`config.mk`:
```
export PLATFORM = sky130hd
export DESIGN_NAME = cp0_irq_gate
export DESIGN_NICKNAME = d
export VERILOG_FILES = /design/src/rtl/cp0_irq_pkg.sv /design/src/rtl/cp0_irq_status.sv /design/src/rtl/cp0_irq_cause.sv /design/src/rtl/cp0_irq_decide.sv /design/src/rtl/cp0_irq_gate.sv
export SDC_FILE = /design/constraint.sdc
export NUM_CORES = 1
export LEC_CHECK = 0
export CAP_MARGIN = 20
export CORE_MARGIN = 2
export CORE_UTILIZATION = 30
export CTS_CLUSTER_SIZE = 30
export DETAILED_ROUTE_END_ITERATION = 6
export MAX_ROUTING_LAYER = met4
export PLACE_DENSITY_LB_ADDON = 0.05
export SETUP_SLACK_MARGIN = 0.15
export SLEW_MARGIN = 20
export SYNTH_ARGS = -nofsm -noshare
export SYNTH_HDL_FRONTEND = slang
export SYNTH_HIERARCHICAL = 1
export SYNTH_SLANG_ARGS = --single-unit
```
`constraint.sdc`:
```
create_clock -name clk -period 1.6 [get_ports clk]
set_input_delay 0.24 -clock clk [delete_from_list [all_inputs] [get_ports clk]]
set_output_delay 0.24 -clock clk [all_outputs]
set_load 0.05 [all_outputs]
```
`src/rtl/cp0_irq_pkg.sv`:
```
package cp0_irq_pkg;
  localparam int IE_POS    = 0;
  localparam int EXL_POS   = 1;
  localparam int ERL_POS   = 2;
  localparam int FIELD_LSB = 8;

  typedef enum logic {
    CMP_MASK  = 1'b0,
    CMP_LEVEL = 1'b1
  } cmp_mode_e;
endpackage

```
`src/rtl/cp0_irq_status.sv`:
```
module cp0_irq_status
  import cp0_irq_pkg::*;
#(
  parameter int DATA_W  = 32,
  parameter int N_LINES = 8
) (
  input  logic               clk,
  input  logic               rst_n,
  input  logic               wr_en,
  input  logic [DATA_W-1:0]  wr_data,
  output logic               ie,
  output logic               exl,
  output logic               erl,
  output logic [N_LINES-1:0] im,
  output logic [DATA_W-1:0]  rd_data
);
  logic               ie_q, exl_q, erl_q;
  logic               ie_d, exl_d, erl_d;
  logic [N_LINES-1:0] im_q, im_d;
  logic               unused_wbits;

  assign unused_wbits = ^wr_data;

  always_comb begin
    ie_d  = wr_data[IE_POS];
    exl_d = wr_data[EXL_POS];
    erl_d = wr_data[ERL_POS];
    im_d  = wr_data[FIELD_LSB +: N_LINES];
  end

  always_ff @(posedge clk or negedge rst_n) begin
    if (!rst_n) begin
      ie_q  <= 1'b0;
      exl_q <= 1'b0;
      erl_q <= 1'b1;
      im_q  <= '0;
    end else if (wr_en) begin
      ie_q  <= ie_d;
      exl_q <= exl_d;
      erl_q <= erl_d;
      im_q  <= im_d;
    end
  end

  always_comb begin
    rd_data                        = '0;
    rd_data[IE_POS]                = ie_q;
    rd_data[EXL_POS]               = exl_q;
    rd_data[ERL_POS]               = erl_q;
    rd_data[FIELD_LSB +: N_LINES]  = im_q;
  end

  assign ie  = ie_q;
  assign exl = exl_q;
  assign erl = erl_q;
  assign im  = im_q;

  // no write leaves the readback unchanged
  p_status_hold_r9: assert property (@(posedge clk) disable iff (!rst_n)
    !wr_en |=> $stable(rd_data));
  // a write lands in the mask field
  p_status_load_r9: assert property (@(posedge clk) disable iff (!rst_n)
    wr_en |=> (rd_data[FIELD_LSB +: N_LINES] == $past(wr_data[FIELD_LSB +: N_LINES])));
endmodule

```
`src/rtl/cp0_irq_cause.sv`:
```
module cp0_irq_cause
  import cp0_irq_pkg::*;
#(
  parameter int DATA_W  = 32,
  parameter int N_LINES = 8,
  parameter int N_SW    = 2,
  localparam int N_HW   = N_LINES - N_SW
) (
  input  logic               clk,
  input  logic               rst_n,
  input  logic               wr_en,
  input  logic [DATA_W-1:0]  wr_data,
  input  logic [N_HW-1:0]    hw_lines,
  output logic [N_LINES-1:0] ip,
  output logic [DATA_W-1:0]  rd_data
);
  logic [N_SW-1:0] sw_q, sw_d;
  logic            unused_wbits;

  assign unused_wbits = ^wr_data;

  always_comb begin
    sw_d = wr_data[FIELD_LSB +: N_SW];
  end

  always_ff @(posedge clk or negedge rst_n) begin
    if (!rst_n) begin
      sw_q <= '0;
    end else if (wr_en) begin
      sw_q <= sw_d;
    end
  end

  assign ip = {hw_lines, sw_q};

  always_comb begin
    rd_data                       = '0;
    rd_data[FIELD_LSB +: N_LINES] = ip;
  end

  // software bits only move on a Cause write
  p_sw_hold_r8: assert property (@(posedge clk) disable iff (!rst_n)
    !wr_en |=> $stable(rd_data[FIELD_LSB +: N_SW]));
endmodule

```
`src/rtl/cp0_irq_decide.sv`:
```
module cp0_irq_decide
  import cp0_irq_pkg::*;
#(
  parameter int N_LINES    = 8,
  parameter int MT_CAPABLE = 1
) (
  input  logic               clk,
  input  logic               rst_n,
  input  logic               ie,
  input  logic               exl,
  input  logic               erl,
  input  logic [N_LINES-1:0] im,
  input  logic [N_LINES-1:0] ip,
  input  logic               dbg_mode,
  input  logic               thr_exempt,
  input  cmp_mode_e          cmp_mode,
  output logic               irq_req
);
  logic exempt_eff;
  logic enable_t, pending_t, req_d, req_q;

  generate
    if (MT_CAPABLE != 0) begin : g_mt
      assign exempt_eff = thr_exempt;
    end else begin : g_no_mt
      logic unused_exempt;
      assign unused_exempt = thr_exempt;
      assign exempt_eff    = 1'b0;
    end
  endgenerate

  always_comb begin
    enable_t = ie && !exl && !erl && !dbg_mode && !exempt_eff;
    if (cmp_mode == CMP_LEVEL) pending_t = (ip > im);
    else                       pending_t = |(ip & im);
    req_d = enable_t && pending_t;
  end

  always_ff @(posedge clk or negedge rst_n) begin
    if (!rst_n) req_q <= 1'b0;
    else        req_q <= req_d;
  end

  assign irq_req = req_q;

  // exception level blocks
  p_exl_block_r2: assert property (@(posedge clk) disable iff (!rst_n)
    exl |=> !irq_req);
  // enable bit clear blocks
  p_ie_block_r2: assert property (@(posedge clk) disable iff (!rst_n)
    !ie |=> !irq_req);
  // error level or debug mode block
  p_erl_dbg_block_r3: assert property (@(posedge clk) disable iff (!rst_n)
    (erl || dbg_mode) |=> !irq_req);
  // exempt thread blocks on multithreaded builds
  p_exempt_block_r4: assert property (@(posedge clk) disable iff (!rst_n)
    ((MT_CAPABLE != 0) && thr_exempt) |=> !irq_req);
  // disjoint mask and pending give nothing in mask mode
  p_mask_disjoint_r5: assert property (@(posedge clk) disable iff (!rst_n)
    ((cmp_mode == CMP_MASK) && ((ip & im) == '0)) |=> !irq_req);
  // vector at or below level gives nothing in level mode
  p_level_not_above_r6: assert property (@(posedge clk) disable iff (!rst_n)
    ((cmp_mode == CMP_LEVEL) && (ip <= im)) |=> !irq_req);
endmodule

```
`src/rtl/cp0_irq_gate.sv`:
```
module cp0_irq_gate
  import cp0_irq_pkg::*;
#(
  parameter int DATA_W     = 32,
  parameter int N_LINES    = 8,
  parameter int N_SW       = 2,
  parameter int MT_CAPABLE = 1,
  localparam int N_HW      = N_LINES - N_SW
) (
  input  logic              clk,
  input  logic              rst_n,
  input  logic              status_we,
  input  logic [DATA_W-1:0] status_wdata,
  input  logic              cause_we,
  input  logic [DATA_W-1:0] cause_wdata,
  input  logic [N_HW-1:0]   hw_irq,
  input  logic              dbg_mode,
  input  logic              thr_exempt,
  input  logic              vec_ctl_mode,
  output logic [DATA_W-1:0] status_rd,
  output logic [DATA_W-1:0] cause_rd,
  output logic              irq_req
);
  logic               st_ie, st_exl, st_erl;
  logic [N_LINES-1:0] st_im, ca_ip;
  cmp_mode_e          mode;

  assign mode = cmp_mode_e'(vec_ctl_mode);

  cp0_irq_status #(.DATA_W(DATA_W), .N_LINES(N_LINES)) u_status (
    .clk(clk), .rst_n(rst_n), .wr_en(status_we), .wr_data(status_wdata),
    .ie(st_ie), .exl(st_exl), .erl(st_erl), .im(st_im), .rd_data(status_rd)
  );

  cp0_irq_cause #(.DATA_W(DATA_W), .N_LINES(N_LINES), .N_SW(N_SW)) u_cause (
    .clk(clk), .rst_n(rst_n), .wr_en(cause_we), .wr_data(cause_wdata),
    .hw_lines(hw_irq), .ip(ca_ip), .rd_data(cause_rd)
  );

  cp0_irq_decide #(.N_LINES(N_LINES), .MT_CAPABLE(MT_CAPABLE)) u_decide (
    .clk(clk), .rst_n(rst_n), .ie(st_ie), .exl(st_exl), .erl(st_erl),
    .im(st_im), .ip(ca_ip), .dbg_mode(dbg_mode), .thr_exempt(thr_exempt),
    .cmp_mode(mode), .irq_req(irq_req)
  );
endmodule

```
==> out/summary.txt <==
Area contributors post-synth: buf_4, dfrtp_1, ha_1
Sink Count: 14
Tot Pwr: 1.53 mW
Cells after Synth: 142
num rows: 25
Slowest cell on crit path: dfrtp_1
initial antenna violation count: 0
worst slack, placed: -178 ps
RSZ-0062 raised after global routing: yes
Synth top area share: 0.368
DP Wirelength: 2020 µm
DR vias: 883
crit path kind: flop to flop
drt first pass iters: 3
Cell Chain, Critical Path: ha_1 -> nor2b_1 -> o211ai_1 -> a21oi_1 -> o211a_1
R2R Path End: u_decide/irq_req
fill count: 467
largest net degree at the start of global routing: 15
top-count cell post-synth: buf_4
cell taking the most area after synthesis: buf_4
Max Cap Viol: 0
met2 wire length: 1180 µm
crit path DAT: 1540 ps
status: finished, final reports clean
Core ar.: 4660 µm²
Storage cell area: 352 µm²
minimum clock period after layout: 1410 ps
Slew Limit Fails: 0
Critical R2R Launch: u_cause/sw_q[1]
Min-Delay Path Class: primary input to async pin
sequential area share after synthesis: 0.246
final-report setup violation count: 0
root buffer cell: clkbuf_8
worst IR drop on VDD: 320 µV
Iter 0 DRT Violations: 4
# nets final: 272
fin crit share: 0.879
ys flop type: dfrtp_1
CTS tree: built
Max H-tree Level: 1
max frequency: 711 MHz
Post-synth EDFFs: 0
asr flop ratio synth: 1.00
Routed met1 length: 1080 µm
startpoint types: flop
Distinct cells, synth: 23
critical path's largest stage delay: 410 ps
Detail Route Antenna Nets: 0
routability cong.: 0.735
DRC viols: 0
I/O pins: 142
area of the multi-input gates: 694 µm²
vias in the first global route: 781
Starting Density: 0.307
DR WL/cell: 10.5 µm
Syn Area/Cell: 10.1 µm²
clock slew at reported path FFs: 60 ps
internal reg-to-reg setup slack: 190 ps
max layer used: met4
die height: 73.0 µm
met3 WL: 158 µm
Hold Fails Final Rpt: 0
TritonCTS buffer count: 3
area grow syn2layout: 25.8%
Seq cells post-synth: 14
Synth top cells by count: buf_4, ha_1, dfrtp_1
CP Buf/Inv Count: 0
worst reg-to-reg path cell count: 5
CP max FO: 4
total die area: 5330 µm²
worst setup margin: 194 ps
Chip Width: 73.0 µm
Critical Path RT: 1740 ps
Skew-Pair Late Insertion Delay: 250 ps
layout cells sized above 1: 0.320
YS warnings: 6
Leakage Power: 0.942 nW
Clock Skew: 3.10 ps
# diodes: 0
CTS Buffer Depth: 2
grt ovf: 0
first-pass GRT wire length: 3640 µm
Mapped Area: 1430 µm²
Top delay family on crit path: compound AO/OA/AOI/OAI gates
total wire length: 2440 µm
Port Buffers: 45
PD cells: 852 nW/µm²
Crit. End Element: flop
vias per cell: 3.81
GRT Util Overall: 0.0930
-- per-layer routing --
layer,track usage,up-vias
met3,0.0249,4
met5,-,-
met2,0.136,51
met4,0.0309,0
li1,-,422
met1,0.124,406
-- worst max path at each step --
stage	start	end	depth (start not counted)
4_1_cts	u_status/im[7]	u_decide/irq_req	6
5_1_grt	u_cause/sw_q[1]	u_decide/irq_req	5
3_3_place_gp	hw_irq[5]	u_decide/irq_req	6
2_1_floorplan	u_status/im[1]	u_decide/irq_req	6
6_report	u_cause/sw_q[1]	u_decide/irq_req	5
3_5_place_dp	hw_irq[5]	u_decide/irq_req	6
-- logic make-up after synthesis --
| group | Yosys count | synth area share |
|---|---|---|
| compound gates | 6 | 0.0333 |
| fa+ha+maj | 16 | 0.140 |
| buf+inv | 79 | 0.397 |
| flops | 14 | 0.246 |
| mux | 13 | 0.129 |
| other cells | 2 | 0.00526 |
| simple gates | 12 | 0.0499 |
-- final cells by class --
type / instances / share of cell area
Inverter: 8 / 0.0167
Clock buffer: 4 / 0.0306
Timing Repair Buffer: 60 / 0.333
Sequential cell: 14 / 0.196
Tap cell: 54 / 0.0376
Multi-Input combinational cell: 92 / 0.386
-- layout by cell type (no fill, tap or decap), types with 2 or more instances in the layout --
| master | n |
|---|---|
| mux2_2 | 3 |
| a21oi_1 | 2 |
| clkdlybuf4s50_1 | 24 |
| buf_12 | 7 |
| buf_4 | 28 |
| dfrtp_1 | 13 |
| inv_1 | 8 |
| nand4_1 | 3 |
| mux2_4 | 10 |
| conb_1 | 45 |
| ha_1 | 15 |
| nor2_1 | 2 |
| clkbuf_8 | 4 |
-- sequential cells by signal (all words and copies together), names as in the netlist --
signal	flops
u_status/exl	1
u_decide/irq_req	1
u_cause/sw_q	2
u_status/erl	1
u_status/im	8
u_status/ie	1
-- through the flow --
stage,std cells,hold WS (ps),setup TNS (ps),area [µm²],util
2_1_floorplan,185,-55.6,0,1590,-
3_3_place_gp,223,522,-147,1680,0.361
3_5_place_dp,223,523,-178,1680,0.361
4_1_cts,229,299,0,1750,0.376
5_1_grt,232,322,0,1800,0.386
6_report,232,298,0,1800,0.386
-- worst reg2reg max path, stage by stage (launching register included) --
cell and delay [ps]:
dfrtp_1 410, ha_1 300, nor2b_1 130, o211ai_1 150, a21oi_1 90, o211a_1 210
-- power by group --
group          internal (mW)  switching (mW)
clock network          0.218           0.136
registers              0.390          0.0329
logic                  0.256           0.498
-- repair_timing --
item / in CTS / in global routing
hold buffers: 0 / 0
endpoints found under the setup margin: 1 / 1
resized for setup: 1 / 3
pin swaps: 0 / 3
buffers inserted: 2 / 3
(Power assumes the default switching activity.)
